==> src/rtl/lsc_pkg.sv <==
package lsc_pkg;

    typedef enum logic [1:0] {
        ST_IDLE  = 2'd0,
        ST_FLIP  = 2'd1,
        ST_QUIET = 2'd2,
        ST_SEQ   = 2'd3
    } lsc_state_e;

    localparam int unsigned VEC_A_MUL = 37;
    localparam int unsigned VEC_A_ADD = 11;
    localparam int unsigned VEC_B_MUL = 13;

endpackage

==> src/rtl/lsc_unit.sv <==
module lsc_unit #(
    parameter int W = 8
) (
    input  logic         clk,
    input  logic         rst_n,
    input  logic         en,
    input  logic [W-1:0] a_i,
    input  logic [W-1:0] b_i,
    output logic [W-1:0] y_o
);
    always_ff @(posedge clk or negedge rst_n) begin
        if (!rst_n) begin
            y_o <= '0;
        end else if (en) begin
            y_o <= a_i + b_i;
        end
    end
endmodule

==> src/rtl/lsc_shadow.sv <==
module lsc_shadow #(
    parameter int W = 8
) (
    input  logic         clk,
    input  logic         rst_n,
    input  logic         en_main,
    input  logic         en_chk,
    input  logic [W-1:0] a_i,
    input  logic [W-1:0] b_i,
    input  logic [W-1:0] y_main,
    input  logic [W-1:0] flip_i,
    output logic         mism_o
);
    localparam logic [1:0] WARM_FULL = 2'd2;

    logic [W-1:0] a_d, b_d, y_pd, y_c;
    logic [1:0]   warm;

    // input delay for the shadow copy, result delay for the main copy
    always_ff @(posedge clk or negedge rst_n) begin
        if (!rst_n) begin
            a_d  <= '0;
            b_d  <= '0;
            y_pd <= '0;
        end else if (en_chk) begin
            a_d  <= a_i;
            b_d  <= b_i;
            y_pd <= y_main;
        end
    end

    // warm-up: both pipelines must be filled before results are trusted
    always_ff @(posedge clk or negedge rst_n) begin
        if (!rst_n) begin
            warm <= '0;
        end else if (en_main && en_chk) begin
            if (warm != WARM_FULL) warm <= warm + 2'd1;
        end else if (!en_main && !en_chk) begin
            warm <= '0;
        end
    end

    lsc_unit #(.W(W)) u_dup (
        .clk   (clk),
        .rst_n (rst_n),
        .en    (en_chk),
        .a_i   (a_d),
        .b_i   (b_d),
        .y_o   (y_c)
    );

    assign mism_o = en_chk && (warm == WARM_FULL) && (y_pd != (y_c ^ flip_i));
endmodule

==> src/rtl/lsc_selftest.sv <==
module lsc_selftest
    import lsc_pkg::*;
#(
    parameter int W    = 8,
    parameter int NVEC = 16
) (
    input  logic         clk,
    input  logic         rst_n,
    input  logic         start_i,
    input  logic         detail_i,
    input  logic         mism_i,
    output logic         drive_o,
    output logic [W-1:0] va_o,
    output logic [W-1:0] vb_o,
    output logic [W-1:0] flip_o,
    output logic         busy_o,
    output logic         done_o,
    output logic         pass_o
);
    localparam int IW = (W > 2) ? $clog2(W) : 1;
    localparam int CW = $clog2(NVEC + 3);
    localparam logic [IW-1:0] IDX_LAST = IW'(W - 1);
    localparam logic [CW-1:0] CNT_LAST = CW'(NVEC + 1);
    localparam logic [CW-1:0] CNT_VEC  = CW'(NVEC);

    lsc_state_e  state_q, state_d;
    logic [IW-1:0] idx_q;
    logic [CW-1:0] cnt_q;
    logic          err_q;

    // state register
    always_ff @(posedge clk or negedge rst_n) begin
        if (!rst_n) state_q <= ST_IDLE;
        else        state_q <= state_d;
    end

    // next state and outputs
    always_comb begin
        state_d = state_q;
        flip_o  = '0;
        drive_o = 1'b0;
        unique case (state_q)
            ST_IDLE: begin
                if (start_i) state_d = detail_i ? ST_SEQ : ST_FLIP;
            end
            ST_FLIP: begin
                flip_o = W'(1) << idx_q;
                if (idx_q == IDX_LAST) state_d = ST_QUIET;
            end
            ST_QUIET: begin
                state_d = ST_IDLE;
            end
            ST_SEQ: begin
                drive_o = (cnt_q < CNT_VEC);
                if (cnt_q == CNT_LAST) state_d = ST_IDLE;
            end
        endcase
    end

    assign busy_o = (state_q != ST_IDLE);
    assign va_o   = W'(32'(cnt_q) * VEC_A_MUL + VEC_A_ADD);
    assign vb_o   = ~W'(32'(cnt_q) * VEC_B_MUL);

    // counters and verdict
    always_ff @(posedge clk or negedge rst_n) begin
        if (!rst_n) begin
            idx_q  <= '0;
            cnt_q  <= '0;
            err_q  <= 1'b0;
            done_o <= 1'b0;
            pass_o <= 1'b0;
        end else begin
            unique case (state_q)
                ST_IDLE: begin
                    if (start_i) begin
                        idx_q  <= '0;
                        cnt_q  <= '0;
                        err_q  <= 1'b0;
                        done_o <= 1'b0;
                        pass_o <= 1'b0;
                    end
                end
                ST_FLIP: begin
                    if (!mism_i) err_q <= 1'b1;
                    idx_q <= idx_q + IW'(1);
                end
                ST_QUIET: begin
                    done_o <= 1'b1;
                    pass_o <= !(err_q || mism_i);
                end
                ST_SEQ: begin
                    cnt_q <= cnt_q + CW'(1);
                    if (cnt_q == CNT_LAST) begin
                        done_o <= 1'b1;
                        pass_o <= !(err_q || mism_i);
                    end else if (mism_i) begin
                        err_q <= 1'b1;
                    end
                end
            endcase
        end
    end

    p_busy_not_done_r6: assert property (@(posedge clk) disable iff (!rst_n)
        busy_o |-> !done_o);

    p_verdict_hold_r10: assert property (@(posedge clk) disable iff (!rst_n)
        (done_o && !start_i) |=> (done_o && $stable(pass_o)));

    p_flip_single_r7: assert property (@(posedge clk) disable iff (!rst_n)
        $onehot0(flip_o));
endmodule

==> src/rtl/lockstep_cmp.sv <==
module lockstep_cmp #(
    parameter int W    = 8,
    parameter int NVEC = 16
) (
    input  logic         clk,
    input  logic         rst_n,
    input  logic         en_main,
    input  logic         en_chk,
    input  logic [W-1:0] in_a,
    input  logic [W-1:0] in_b,
    output logic [W-1:0] res_o,
    input  logic         fault_clr,
    output logic         fault_o,
    input  logic         st_start,
    input  logic         st_detail,
    output logic         st_busy,
    output logic         st_done,
    output logic         st_pass
);
    logic         drive, mism;
    logic [W-1:0] va, vb, flip, op_a, op_b;

    assign op_a = drive ? va : in_a;
    assign op_b = drive ? vb : in_b;

    lsc_unit #(.W(W)) u_main (
        .clk   (clk),
        .rst_n (rst_n),
        .en    (en_main),
        .a_i   (op_a),
        .b_i   (op_b),
        .y_o   (res_o)
    );

    lsc_shadow #(.W(W)) u_shadow (
        .clk     (clk),
        .rst_n   (rst_n),
        .en_main (en_main),
        .en_chk  (en_chk),
        .a_i     (op_a),
        .b_i     (op_b),
        .y_main  (res_o),
        .flip_i  (flip),
        .mism_o  (mism)
    );

    lsc_selftest #(.W(W), .NVEC(NVEC)) u_test (
        .clk      (clk),
        .rst_n    (rst_n),
        .start_i  (st_start),
        .detail_i (st_detail),
        .mism_i   (mism),
        .drive_o  (drive),
        .va_o     (va),
        .vb_o     (vb),
        .flip_o   (flip),
        .busy_o   (st_busy),
        .done_o   (st_done),
        .pass_o   (st_pass)
    );

    always_ff @(posedge clk or negedge rst_n) begin
        if (!rst_n)                fault_o <= 1'b0;
        else if (fault_clr)        fault_o <= 1'b0;
        else if (mism && !st_busy) fault_o <= 1'b1;
    end

    p_fault_sticky_r4: assert property (@(posedge clk) disable iff (!rst_n)
        (fault_o && !fault_clr) |=> fault_o);

    p_clear_wins_r5: assert property (@(posedge clk) disable iff (!rst_n)
        fault_clr |=> !fault_o);

    p_masked_in_test_r9: assert property (@(posedge clk) disable iff (!rst_n)
        $rose(fault_o) |-> $past(!st_busy));
endmodule

==> config.mk <==
export PLATFORM = sky130hd
export DESIGN_NAME = lockstep_cmp
export DESIGN_NICKNAME = d
export VERILOG_FILES = /design/src/rtl/lsc_pkg.sv /design/src/rtl/lsc_unit.sv /design/src/rtl/lsc_shadow.sv /design/src/rtl/lsc_selftest.sv /design/src/rtl/lockstep_cmp.sv
export SDC_FILE = /design/constraint.sdc
export NUM_CORES = 1
export LEC_CHECK = 0
export BUFFER_PORTS_ARGS = -buffer_cell sky130_fd_sc_hd__buf_2
export CAP_MARGIN = 20
export CORE_MARGIN = 2
export CORE_UTILIZATION = 60
export DETAILED_ROUTE_END_ITERATION = 8
export PLACE_DENSITY = 0.8
export SLEW_MARGIN = 20
export SYNTH_ARGS = -nofsm -noshare
export SYNTH_HDL_FRONTEND = slang
export SYNTH_SLANG_ARGS = --single-unit
==> constraint.sdc <==
create_clock -name clk -period 6.1 [get_ports clk]
set_input_delay 0.305 -clock clk [delete_from_list [all_inputs] [get_ports clk]]
set_output_delay 0.305 -clock clk [all_outputs]
set_load 0.02 [all_outputs]
# Word-level counts from Yosys, hierarchy flattened
# Index checks and enable logic that the tools add are counted.
# Widths: inputs -> output; s select.
totals:
  register_bits: 56
  word_cells: 91
op_classes:
  add_sub_neg: 6
  mul: 2
  order_cmp: 1
  eq_ne: 15
  shift: 1
  muxes: 27
  bitwise_logic: 2
  reduce_logical: 24
ops:
  columns: ["operator", "n"]
  rows:
  - ["$mux 8", 3]
  - ["$add 8x8->8", 2]
  - ["$mux 2", 7]
  - ["$ne 2x2->1 const B", 6]
  - ["$pmux 5 s2", 1]
  - ["$reduce_bool 2->1", 5]
  - ["$mux 1", 9]
  - ["$pmux 1 s3", 3]
  - ["$add 8x4->8 const B", 1]
  - ["$mul 5x4->8 const B", 1]
  - ["$mul 5x6->8 const B", 1]
  - ["$ne 8x8->1", 1]
  - ["$not 8->8", 1]
  - ["$pmux 2 s4", 1]
  - ["$shl 1x3->8 const A", 1]
  - ["$xor 8x8->8", 1]
  - ["$eq 2x2->1 const B", 3]
  - ["$pmux 3 s2", 1]
  - ["$reduce_and 2->1", 3]
  - ["$reduce_and 3->1", 2]
  - ["$reduce_bool 3->1", 2]
  - ["$add 5x1->5 const B", 1]
  - ["$eq 5x5->1 const B", 1]
  - ["$logic_and 1x1->1", 5]
  - ["12 further kinds", 16]

# Logic depth before layout (Yosys ltp)
# Gate-level depths: netlist of the first run.
depth:
  depth_word: 9
  ltp_mapped: 15
  ltp_nobuf: 15

# Hierarchy
# From an unflattened synthesis of the first run, not the netlist that was laid out.
hier_totals:
  hier_cells: 393
  hier_area_um2: 4250.3
by_module_without_submodules:
  columns: ["mod", "n_inst", "cells_each", "area_each_um2", "seq_area_each_um2"]
  rows:
  - ["lsc_selftest", 1, 152, 1410.1, 325.3]
  - ["lsc_unit", 2, 71, 668.1, 200.2]
  - ["lsc_shadow", 1, 77, 1214.9, 650.6]
  - ["lockstep_cmp", 1, 22, 289.0, 25.0]

# Least setup slack after synthesis of the first run
# OpenSTA, ideal clock, no wires.
synth_path:
  path_type: "register to register"
  from: "register u_test.cnt_q[0]"
  to: "register u_main.y_o[7]"
  setup_ns: 0.139
  t_arrival_ns: 3.089
  required_ns: 5.961
  path_slack_ns: 2.872
  stages_incl_launch_ff: 15
  n_path_buf: 0
  synth_period_minus_slack_ns: 3.228
  path_cell_list: "dfrtp_1 ha_1 ha_1 ha_1 fa_1 a21o_2 a21oi_1 xnor2_1 nand2_1 nand2_1 ha_1 a21oi_1 o31ai_4 xnor2_1 a21oi_1"
synth_between:
  elab_chain_cells: 4
synth_rtl:
  columns: ["item", "line_no", "source"]
  rows:
  - ["from (decl)", "lsc_selftest.sv:28", "logic [CW-1:0] cnt_q;"]
  - ["from (signal assigned)", "lsc_selftest.sv:92", "cnt_q <= cnt_q + CW'(1);"]
  - ["$mul 5x6->8 or $lt 5x5->1 (tied branches)", "lsc_selftest.sv:61, lsc_selftest.sv:54", null]
  - ["$add 8x4->8 or $mux 1 (tied branches)", "lsc_selftest.sv:61, lsc_selftest.sv:42", null]
  - ["$mux 8 (*)", "lockstep_cmp.sv:23", "assign op_a = drive ? va : in_a;"]
  - ["net op_a[6]", "lockstep_cmp.sv:21", "logic [W-1:0] va, vb, flip, op_a, op_b;"]
  - ["$add 8x8->8 (*)", "lsc_unit.sv:15", "y_o <= a_i + b_i;"]
  - ["to (signal assigned)", "lsc_unit.sv:15", null]
  - ["to (decl)", "lsc_unit.sv:9", "output logic [W-1:0] y_o"]
# The timed path passes the listed nets; every way through them passes the cells marked *.
# A chain may end at the register's enable or synchronous reset.

# Worst setup path in the final report of the first run
layout_path:
  from: "register u_test.state_q[1]"
  to: "register u_main.y_o[7]"
layout_between:
  elab_chain_cells: 4
layout_rtl:
  columns: ["item", "line_no", "source"]
  rows:
  - ["from (decl)", "lsc_selftest.sv:26", "lsc_state_e state_q, state_d;"]
  - ["from (signal assigned)", "lsc_selftest.sv:34", "else state_q <= state_d;"]
  - ["$eq 2x2->1", "lsc_selftest.sv:42", "unique case (state_q)"]
  - ["$mux 1", "lsc_selftest.sv:42", null]
  - ["$mux 8", "lockstep_cmp.sv:23", null]
  - ["net op_a[1]", "lockstep_cmp.sv:21", null]
  - ["$add 8x8->8", "lsc_unit.sv:15", null]
# The timed path passes the listed nets, and every way through them passes these cells.

==> summary.md, run 1 <==
| Metric | Value |
|---|---|
| Slew headroom | 0.388 |
| Req. time, crit path | between 6000 and 7000 ps |
| # hold bufs at CTS | 0 |
| Final instance area | approximately 4300 sq um |
| Via Count | 2898 |
| Synth async-reset ratio | 1.00 |
| Compound-gate portion of the synthesized area | 0.156 |
| Share of the synthesized area in the top cell type | 0.353 |
| Congestion Overflow GR | 0 |
| Post-synth EDFFs | 0 |
| Chip width | 85.4 um |
| Routed WL | between 8000 and 9000 um |
| CTS Sinks | 56 |
| Worst r2r src | u_test.state_q[1] |
| Worst r2r path cells | 10 |
| Post-synthesis adder-cell area fraction | 0.185 |
| Tmin final | 3740 ps |
| Worst Setup End Kind | flop |
| Final Hold Slack | ~110 ps |
| Post-CTS setup buffer count | 0 |
| Row cnt | 29 |
| First-pass GRT wire length | 14000 um |
| Routed vias/inst | roughly 5.8 |
| Ys flop type | dfrtp_1 |
| Area Overhead vs Synth | 8.28% |
| Final Hold Fails | 0 |
| Max Freq | between 0.2 and 0.3 GHz |
| Worst skew pair latency | a little over 300 ps |
| HPWL after DPL | 6190 um |
| Reg-to-reg slack, setup | 2360 ps |
| CTS resizes | 0 |
| Core Footprint | 6390 sq um |
| Yosys warning count | 0 |
| Syn_nets | roughly 470 |
| Htree depth | 2 |
| # diodes | 0 |
| Die area | roughly 7300 sq um |
| Synth top area cells | dfrtp_1 35%, ha_1 15%, mux2_2 8.2%, xnor2_1 5.7%, nand2_1 3.3% |
| Status | completed |
| Initial antenna violation count | 0 |
| 1st-iter DRT viols | 97 |
| Clk_skew | approximately 6.2 ps |
| Synth Area in XOR/XNOR | 0.0800 |
| Synth Cell Area | 3970 sq um |
| Final setup fails | 0 |
| Main combinational cell family by area after synthesis | adder cells |
| DIE HEIGHT | approximately 85 um |
| Kind of critical path | flop to flop |
| Hold Path Class | primary input to async pin |
| Port Buffers | 34 |
| Synthesized netlist cell count | approximately 390 |
| Largest net degree at the start of global routing | 57 |
| Drc violations | 0 |
| GP Congestion | between 0.8 and 0.9 |
| Vias in the first global route | between 2000 and 3000 |
| Maximum clock path buffer count | 2 |
| TNS Setup | 0 ps |
| Area leader, netlist | dfrtp_1 |
| Register area share after synthesis | 0.353 |
| Placed cell areas | 4190 sq um |
| Clock transition at the registers of the reported paths | ~100 ps |
| Initial Util | 0.622 |
| Max FO, Critical Path | 24 |
| Syn_area_per_cell | slightly above 10 sq um |
| Mux cell area share after synthesis | 0.0847 |
| Synth unique cells | 54 |
| Total GRT Usage | 0.241 |
| Number of routed nets with antenna violations | 0 |
| Worst Tran Pin Value | 918 ps |
| Ratio of final minimum period to clock period | 0.613 |
| Drt pass-1 iters | 4 |
| Count of pins over their slew limit | 0 |
| Maxcap violations | 0 |
| RSZ-0062 raised after global routing | no |
| Final nets | roughly 500 |
| Worst R2R End | u_main.y_o[7] |
| Synth Area in Simple Gates | 0.106 |
| CTS root buf | clkbuf_8 |
| Number of synthesized register bits | 56 |
| IO Pins | 35 |
| Critical path arrival | approximately 3900 ps |
| Critical Path Start Type | flop |
| CTS tree | built |
| Total CTS buffers | 5 |
| Drt wl/cell | about 16 um |
| Layout cell share with drive strength beyond 1 | 0.202 |
## synthesized netlist by cell type (all sizes together) (6+ instances only)
library cell  number
mux2              29
a21oi             29
ha                49
o21ai             18
fa                 6
xnor2             26
dfrtp             56
nor2              26
clkbuf             9
inv               23
nand2             35
## how the worst max path moves through the flow
stage	startpoint	endpoint	slack [ps]	cells past startpoint
2_1_floorplan	u_test.cnt_q[0]	u_main.y_o[7]	2870	14
3_3_place_gp	u_test.state_q[1]	u_main.y_o[5]	2620	9
3_5_place_dp	u_test.state_q[1]	u_main.y_o[7]	2400	10
4_1_cts	u_test.state_q[1]	u_main.y_o[7]	2330	10
5_1_grt	u_test.state_q[1]	u_main.y_o[7]	1980	10
6_report	u_test.state_q[1]	u_main.y_o[7]	2360	10
## worst max-delay path, cell delays in order, from the launching register on
cell	delay, ps
dfrtp_1	710
nand3b_1	710
o21ai_0	670
ha_1	340
a21o_1	160
a21oi_1	230
o21bai_1	90
a21oi_1	330
o31ai_4	120
xnor2_1	170
a21oi_1	90
## logic make-up after synthesis
group                      Yosys count
muxes                               30
xor gates and xnor gates            33
adders and majority gates           55
AOI/OAI and AO/OA                   89
buffers and inverters               35
and+or+nand+nor                     91
DFF                                 56
## final cells by class
cell class	count	area, sq um
Tap cell	77	96.3
Clock buffer	5	68.8
Sequential cell	56	1400
Multi-Input combinational cell	298	2430
Fill cell	495	2080
Inverter	23	86.3
Timing Repair Buffer	35	178
Clock inverter	3	42.5
## cells in the final DEF (no fill, tap or decap), types with 2 or more instances in the layout
cell type  instances
a21o_1             4
o21bai_1           4
a211oi_1           3
nor2_1            26
a31oi_1            5
dfrtp_1           56
and3b_1            2
mux2_2            29
a22o_1             4
a21oi_1           26
nand2b_1           5
xnor2_1           26
a21oi_2            3
or3_1              3
clkbuf_8           5
ha_1              49
nor3_1             2
nand2_1           35
nand3b_1           2
buf_2             34
nand3_1            5
o21ai_0           18
o21a_1             4
fa_1               6
xor2_1             5
nor2b_1            5
inv_1             23
o22ai_1            3
## stage by stage
step / worst slack (ps) / utilization / instances
floorplan: 2870 / - / 389
global placement: 2620 / 0.656 / 489
detailed placement: 2400 / 0.656 / 489
CTS: 2330 / 0.674 / 497
global route: 1980 / 0.674 / 497
finish: 2360 / 0.674 / 497
## metal layers
metal	routed length, um	global-route usage	vias to the layer above
met3	180	0.0214	9
met5	0	0	-
met2	4010	0.411	47
li1	-	-	1417
met4	106	0.0606	0
met1	3770	0.332	1425
## flip-flops by register name (all words and copies together) (netlist names)
name and cells:
u_main.y_o 8, u_shadow.u_dup.y_o 8, u_test.pass_o 1, fault_o 1, u_shadow.a_d 8, u_test.done_o 1, u_test.state_q 2, u_shadow.warm 2
u_shadow.y_pd 8, u_test.idx_q 3, u_test.err_q 1, u_test.cnt_q 5, u_shadow.b_d 8
Power of run 1 is not shown: default switching activity piles up to over one toggle a cycle in this logic, so the estimate is an artifact.
==> run 2, diff against run 1 <==
- CORE_UTILIZATION: 60 -> 55
- PLACE_DENSITY: 0.8 -> 0.77
- clock period: 6.1 -> 3 ns (I/O delays scaled with it)
==> run 2 against run 1 <==
The flow now finishes with violations (setup timing). Clock skew grew 6.0 ps. Final area up 18%. First-iteration DRC count grew 120%. Wire length rose by 29%. Count of clock-buffer cells in the layout up 2.
==> summary.md, run 2 (synthesized netlist as in run 1, its figures left out) <==
| Metric | Value |
|---|---|
| Status | complete, but fails checks (was completed) |
| Failing checks | setup timing |
| Final Hold Slack | 64.2 ps (was 112 ps) |
| Worst skew pair latency | 320 ps (was 310 ps) |
| Setup Slack @ Placement | -217 ps (was 2400 ps) |
| Drt wl/cell | 18.6 um (was 16.2 um) |
| Vias in the first global route | 3132 (was 2950) |
| RSZ-0062 raised after global routing | yes (was no) |
| DIE HEIGHT | 89 um (was 85.4 um) |
| Drc violations | 0 (unchanged) |
| Critical path arrival | 3370 ps (was 3930 ps) |
| Die area | 7920 sq um (was 7290 sq um) |
| Slew headroom | 0.393 (was 0.388) |
| Initial Util | 0.575 (was 0.622) |
| Max FO, Critical Path | 7 (was 24) |
| Critical Path Start Type | flop (unchanged) |
| Ratio of final minimum period to clock period | 1.06 (was 0.613) |
| Routed WL | 10400 um (was 8070 um) |
| Layout cell share with drive strength beyond 1 | 0.405 (was 0.202) |
| GP Congestion | 0.905 (was 0.866) |
| Largest net degree at the start of global routing | 41 (was 57) |
| Final Hold Fails | 0 (unchanged) |
| Area occupied by registers | 1410 sq um (was 1400 sq um) |
| Final Non-Filler Cells | 558 (was 497) |
| IO Pins | 35 (unchanged) |
| Fillers | 488 (was 495) |
| Max Freq | 0.316 GHz (was 0.267 GHz) |
| CTS tree | built (unchanged) |
| Congestion Overflow GR | 0 (unchanged) |
| Worst Setup End Kind | flop (unchanged) |
| Final WS setup | -168 ps (was 2360 ps) |
| Kind of critical path | flop to flop (unchanged) |
| Clk_skew | 12.2 ps (was 6.20 ps) |
| Maximum clock path buffer count | 2 (unchanged) |
| Final setup fails | 4 (was 0) |
| Worst Tran Pin Value | 910 ps (was 918 ps) |
| First-pass GRT wire length | 15000 um (was 14000 um) |
| Count of pins over their slew limit | 0 (unchanged) |
| # diodes | 0 (unchanged) |
| Tmin final | 3170 ps (was 3740 ps) |
| Area of the multi-input gates | 2820 sq um (was 2430 sq um) |
| CTS root buf | clkbuf_8 (unchanged) |
| Chip width | 89 um (was 85.4 um) |
| Final core utilization | 0.734 (was 0.674) |
| 1st-iter DRT viols | 214 (was 97) |
| Row cnt | 30 (was 29) |
| Commonest non-fill, non-tap cell in the layout | dfrtp_1 (unchanged) |
| Area Overhead vs Synth | 27.5% (was 8.28%) |
| Initial antenna violation count | 0 (unchanged) |
| Req. time, crit path | 3200 ps (was 6290 ps) |
| Maxcap violations | 0 (unchanged) |
| Core Footprint | 6910 sq um (was 6390 sq um) |
| Hold Path Class | primary input to flop (was primary input to async pin) |
| Total GRT Usage | 0.246 (was 0.241) |
| Port Buffers | 34 (unchanged) |
| Clock transition at the registers of the reported paths | 100 ps (about the same) |
| CTS Sinks | 56 (unchanged) |
| Final nets | 539 (was 497) |
| Total CTS buffers | 5 (unchanged) |
| Htree depth | 2 (unchanged) |
| Routed vias/inst | 5.75 (was 5.83) |
| Inst Count DP | 536 (was 489) |
| Via Count | 3210 (was 2898) |
| Most frequent cells in the layout | 52 x dfrtp_1, 39 x buf_4, 34 x buf_2 (was 56 x dfrtp_1, 49 x ha_1, 35 x nand2_1) |
| HPWL after DPL | 6740 um (was 6190 um) |
| Number of routed nets with antenna violations | 0 (unchanged) |
| Drt pass-1 iters | 4 (unchanged) |
## run 2: cell count changes in the layout (fill, tap and decap cells not counted), moves of 5 or more
| cell | before | now |
|---|---|---|
| a21oi_1 | 26 | 19 |
| nand2_2 | 0 | 5 |
| a21oi_2 | 3 | 9 |
| ha_1 | 49 | 29 |
| ha_4 | 0 | 20 |
| inv_1 | 23 | 14 |
| buf_4 | 1 | 39 |
| inv_2 | 0 | 8 |
| o21ai_0 | 18 | 11 |
| nand2_1 | 35 | 30 |
## run 2: final timing paths
kind | start | endpoint | slack, ps | cells after the start
worst max register to register | u_test.cnt_q[0] | u_main.y_o[7] | -170 | 13
worst max-delay path | u_test.cnt_q[0] | u_main.y_o[7] | -170 | 13
max in group asynchronous | rst_n | u_test.idx_q[1] | 1710 | 3
min in group asynchronous | rst_n | u_shadow.b_d[5] | 490 | 2
worst min register to register | u_test.done_o | u_test.done_o | 500 | 2
worst min-delay path | fault_clr | fault_o | 60 | 2
## run 2: area by class of cell
| type | count | share of cell area |
|---|---|---|
| well taps | 96 | 0.0237 |
| inverters | 23 | 0.0175 |
| flip-flops and latches | 56 | 0.278 |
| clock buffers | 7 | 0.0190 |
| repair buffers | 77 | 0.100 |
| multi-input cells | 298 | 0.556 |
| clock inverters | 1 | 0.00593 |
## run 2: timing repair
item                                   in CTS  in global routing
endpoints found under the hold margin      39                  0
gates resized for setup                    33                 32
hold buffers                                1                  0
pin swaps                                  27                 28
setup buffers                               5                  8
setup endpoints to repair                   5                  4
cloned                                      0                  0
## run 2: routing by layer
metal	vias up	wire (um)	GRT usage
met4	0	143	0.0570
li1	1505	-	-
met2	83	5430	0.449
met3	10	361	0.0286
met1	1612	4460	0.313
met5	-	0	0
## run 2: through the flow
step                cell area [sq um]  TNS [ps]
detailed placement               4500      -598
floorplan                        4050     -47.2
CTS                              4880      -168
global route                     5070      -781
finish                           5070      -525
global placement                 4500      -383
## run 2: critical path: stages, from the launching register on
cell and delay, ps:
dfrtp_2 520, ha_4 290, ha_4 270, ha_4 130, fa_2 430, nand2_2 100
nand2_2 60, ha_4 280, inv_2 50, o21bai_1 260, a21oi_2 160, o31ai_4 270
xnor2_1 150, a21oi_1 90
Power of run 2 is left out for the same reason.
==> run 3, diff against run 2 <==
- SYNTH_HIERARCHICAL: unset -> 1
==> run 3 against run 2 <==
The run still ends with setup timing left. Final cell count down 0.18%. Synthesized cell count is 1.0% higher. First-iteration DRC count rose by 0.47%. Setup slack got worse by 27 ps. Highest routed layer unchanged. Area after synthesis grew 7.0%.
==> summary.md, run 3 <==
| Metric | Value |
|---|---|
| Status | complete, but fails checks (unchanged) |
| Failing checks | setup timing (unchanged) |
| Area Overhead vs Synth | 21.1% (was 27.5%) |
| Synth Area in Simple Gates | 0.0898 (was 0.106) |
| TNS Setup | -446 ps (was -525 ps) |
| Largest net degree at the start of global routing | 43 (was 41) |
| Layout cell share with drive strength beyond 1 | 0.387 (was 0.405) |
| Worst path top cell family by delay | adder cells (unchanged) |
| Hold Path Class | primary input to flop (unchanged) |
| Final setup fails | 4 (unchanged) |
| Final WS setup | -195 ps (was -168 ps) |
| Syn_nets | 471 (was 467) |
| Share of power burned in registers | 0.291 |
| Switching portion of total power | 0.415 |
| Area occupied by registers | 1410 sq um (about the same) |
| Area of the multi-input gates | 2920 sq um (was 2820 sq um) |
| Initial Util | 0.559 (was 0.575) |
| Req. time, crit path | 3200 ps (about the same) |
| Share of total power in combinational logic | 0.592 |
| Share of the synthesized area in the top cell type | 0.330 (was 0.353) |
| Pwr Density | a little under 900 nW/um^2 |
| Maxcap violations | 0 (unchanged) |
| Critical-path cell list | ha_2 -> fa_1 -> fa_2 -> inv_1 -> mux2_4 -> ha_4 -> nand2_1 -> o31ai_2 -> nor2_1 -> nand3b_1 (was ha_4 -> ha_4 -> ha_4 -> fa_2 -> nand2_2 -> nand2_2 -> ha_4 -> inv_2 -> o21bai_1 -> a21oi_2 -> o31ai_4 -> xnor2_1 -> a21oi_1) |
| Max Freq | 0.313 GHz (was 0.316 GHz) |
| Final nets | 532 (was 539) |
| Drc violations | 0 (unchanged) |
| Slew headroom | 0.361 (was 0.393) |
| Count of pins over their slew limit | 0 (unchanged) |
| Maximum clock path buffer count | 2 (unchanged) |
| Via Count | 3251 (was 3210) |
| Critical path arrival | 3390 ps (was 3370 ps) |
| Total CTS buffers | 5 (unchanged) |
| Synth async-reset ratio | 1.00 (unchanged) |
| Post-synthesis adder-cell area fraction | 0.173 (was 0.185) |
| Synth Area in XOR/XNOR | 0.0695 (was 0.0800) |
| Ys flop type | dfrtp_1 (unchanged) |
| Routed vias/inst | 5.84 (was 5.75) |
| Clk_skew | 2.32 ps (was 12.2 ps) |
| Number of routed nets with antenna violations | 0 (unchanged) |
| Htree depth | 2 (unchanged) |
| DIE HEIGHT | 91.9 um (was 89 um) |
| Setup Slack @ Placement | -212 ps (was -217 ps) |
| Vias in the first global route | 3307 (was 3132) |
| Int Power | approximately 0.0027 W |
| RSZ-0062 raised after global routing | yes (unchanged) |
| Register area share after synthesis | 0.330 (was 0.353) |
| Yosys warning count | 6 (was 0) |
| Final Hold Slack | 187 ps (was 64.2 ps) |
| Drt wl/cell | 17.5 um (was 18.6 um) |
| IO Pins | 35 (unchanged) |
| Critical path's slowest cell | fa_2 (was dfrtp_2) |
| Critical Path Start Type | flop (unchanged) |
| Tmin final | 3190 ps (was 3170 ps) |
| Syn_area_per_cell | 10.8 sq um (was 10.2 sq um) |
| Kind of critical path | flop to flop (unchanged) |
| Worst Tran Pin Value | 959 ps (was 910 ps) |
| Clock transition at the registers of the reported paths | 110 ps (was 100 ps) |
| # diodes | 0 (unchanged) |
| Fillers | 581 (was 488) |
| Ratio of final minimum period to clock period | 1.06 (about the same) |
| First-pass GRT wire length | 16100 um (was 15000 um) |
| Max FO, Critical Path | 7 (unchanged) |
| Die area | 8450 sq um (was 7920 sq um) |
| Total GRT Usage | 0.241 (was 0.246) |
| Synth unique cells | 54 (unchanged) |
| Routed WL | 9770 um (was 10400 um) |
| Worst Setup End Kind | flop (unchanged) |
| Port Buffers | 34 (unchanged) |
| Synth Cell Area | 4250 sq um (was 3970 sq um) |
| Most frequent cell after synthesis | dfrtp_1 (unchanged) |
| Compound-gate portion of the synthesized area | 0.155 (was 0.156) |
| Drt pass-1 iters | 5 (was 4) |
| Number of synthesized register bits | 56 (unchanged) |
| CTS tree | built (unchanged) |
| GP Congestion | 0.926 (was 0.905) |
| CP peak stage delay | 530 ps (was 520 ps) |
| CTS Sinks | 56 (unchanged) |
| Main combinational cell family by area after synthesis | adder cells (unchanged) |
| LEAKAGE | between 2 and 2.5 nW |
| Synth top area cells | dfrtp_1 33%, ha_1 14%, mux2_2 9.0%, mux2_4 3.5%, inv_1 3.2% (was dfrtp_1 35%, ha_1 15%, mux2_2 8.2%, xnor2_1 5.7%, nand2_1 3.3%) |
| HPWL after DPL | 7390 um (was 6740 um) |
| Placed cell areas | 4870 sq um (was 4500 sq um) |
| Final Hold Fails | 0 (unchanged) |
| Final instance area | 5150 sq um (was 5070 sq um) |
| Chip width | 91.9 um (was 89 um) |
| Worst ir drop on vdd | around 0.00055 V |
| Worst skew pair latency | 310 ps (was 320 ps) |
| Psw | approximately 0.0019 W |
| Synth top cells by count | 56 x dfrtp_1, 49 x ha_1, 36 x inv_1, 34 x mux2_2, 16 x nand2_1 (was 56 x dfrtp_1, 49 x ha_1, 35 x nand2_1, 29 x mux2_2) |
| 1st-iter DRT viols | 215 (was 214) |
| Clock power share | 0.116 |
| Post-synth EDFFs | 0 (unchanged) |
| Worst path bufs/invs | 1 (unchanged) |
| Most frequent cells in the layout | 51 x dfrtp_1, 34 x buf_2, 33 x mux2_2 (was 52 x dfrtp_1, 39 x buf_4, 34 x buf_2) |
| Core Footprint | 7610 sq um (was 6910 sq um) |
| Area leader, netlist | dfrtp_1 (unchanged) |
| Mux cell area share after synthesis | 0.128 (was 0.0847) |
| CTS root buf | clkbuf_8 (unchanged) |
| Commonest non-fill, non-tap cell in the layout | dfrtp_1 (unchanged) |
| Synthesized netlist cell count | 393 (was 389) |
| Initial antenna violation count | 0 (unchanged) |
| Row cnt | 32 (was 30) |
| Congestion Overflow GR | 0 (unchanged) |
[run 3: cell types whose count changed after synthesis, moves of 7 or more]
cell and change:
nand2_1 -19, a21oi_1 -11, inv_1 +13, mux2_4 +10
nor2_1 -13, o21ai_0 -8, xnor2_1 -14, clkbuf_1 -8
buf_2 +7
[run 3: path summary, 6_finish.rpt]
kind                            startpoint            end  slack (ps)  cells after the start
max                        u_test/cnt_q[0]  u_main/y_o[7]        -190                     10
min reg2reg                  u_test/done_o  u_test/done_o         490                      1
max reg2reg                u_test/cnt_q[0]  u_main/y_o[7]        -190                     10
min                               st_start   u_test/err_q         190                      4
max in group asynchronous            rst_n  u_main/y_o[2]        1700                      3
min in group asynchronous            rst_n  u_test/done_o         510                      2
[run 3: what timing repair did]
action	4_1_cts	5_1_grt
hold buffers	2	0
resized for setup	11	10
buffers inserted	2	2
endpoints found under the setup margin	4	6
pin swaps	23	12
hold endpoints to repair	11	0
[run 3: metal layers]
layer / wire [um] / GRT usage / vias to the layer above / part of all wire
met3: 468 / 0.0419 / 21 / 0.048
met1: 4350 / 0.317 / 1569 / 0.44
li1: - / - / 1540 / -
met5: 0 / 0 / - / 0
met2: 4750 / 0.417 / 121 / 0.49
met4: 201 / 0.0585 / 0 / 0.021
[run 3: power groups by stage]
stage	Sequential [W]	Clock [W]	Combinational [W]
3_5_place_dp	0.00134	0	0.00253
2_1_floorplan	0.00135	0	0.00184
6_report	0.00133	0.000531	0.00271
3_3_place_gp	0.00133	0	0.00246
5_1_grt	0.00136	0.000563	0.00296
4_1_cts	0.00133	0.000540	0.00261
[run 3: area by class of cell]
| type | instances | area share |
|---|---|---|
| well taps | 102 | 0.0248 |
| clock buffers | 5 | 0.0134 |
| flip-flops and latches | 56 | 0.274 |
| multi-input cells | 286 | 0.568 |
| repair buffers | 67 | 0.0829 |
| clock inverters | 3 | 0.00973 |
| inverters | 38 | 0.0277 |
[run 3: worst reg2reg max path, cell delays in order, from the launching register on]
cell and delay (ps):
dfrtp_2 510, ha_2 240, fa_1 500, fa_2 530
inv_1 40, mux2_4 290, ha_4 310, nand2_1 80
o31ai_2 280, nor2_1 110, nand3b_1 180
[run 3: cells by family after synthesis]
family	after synthesis
muxes	45
and+or+nand+nor	74
adders and majority gates	55
buffers and inverters	51
AOI/OAI and AO/OA	88
DFF	56
xor gates and xnor gates	24
[run 3: stage by stage]
step | std cells | utilization | total power, W
2_1_floorplan | 393 | - | 0.00318
3_3_place_gp | 543 | 0.641 | 0.00379
3_5_place_dp | 543 | 0.641 | 0.00387
4_1_cts | 555 | 0.669 | 0.00448
5_1_grt | 557 | 0.676 | 0.00489
6_report | 557 | 0.676 | 0.00457
Note: power is estimated with default switching activity, not from simulation.
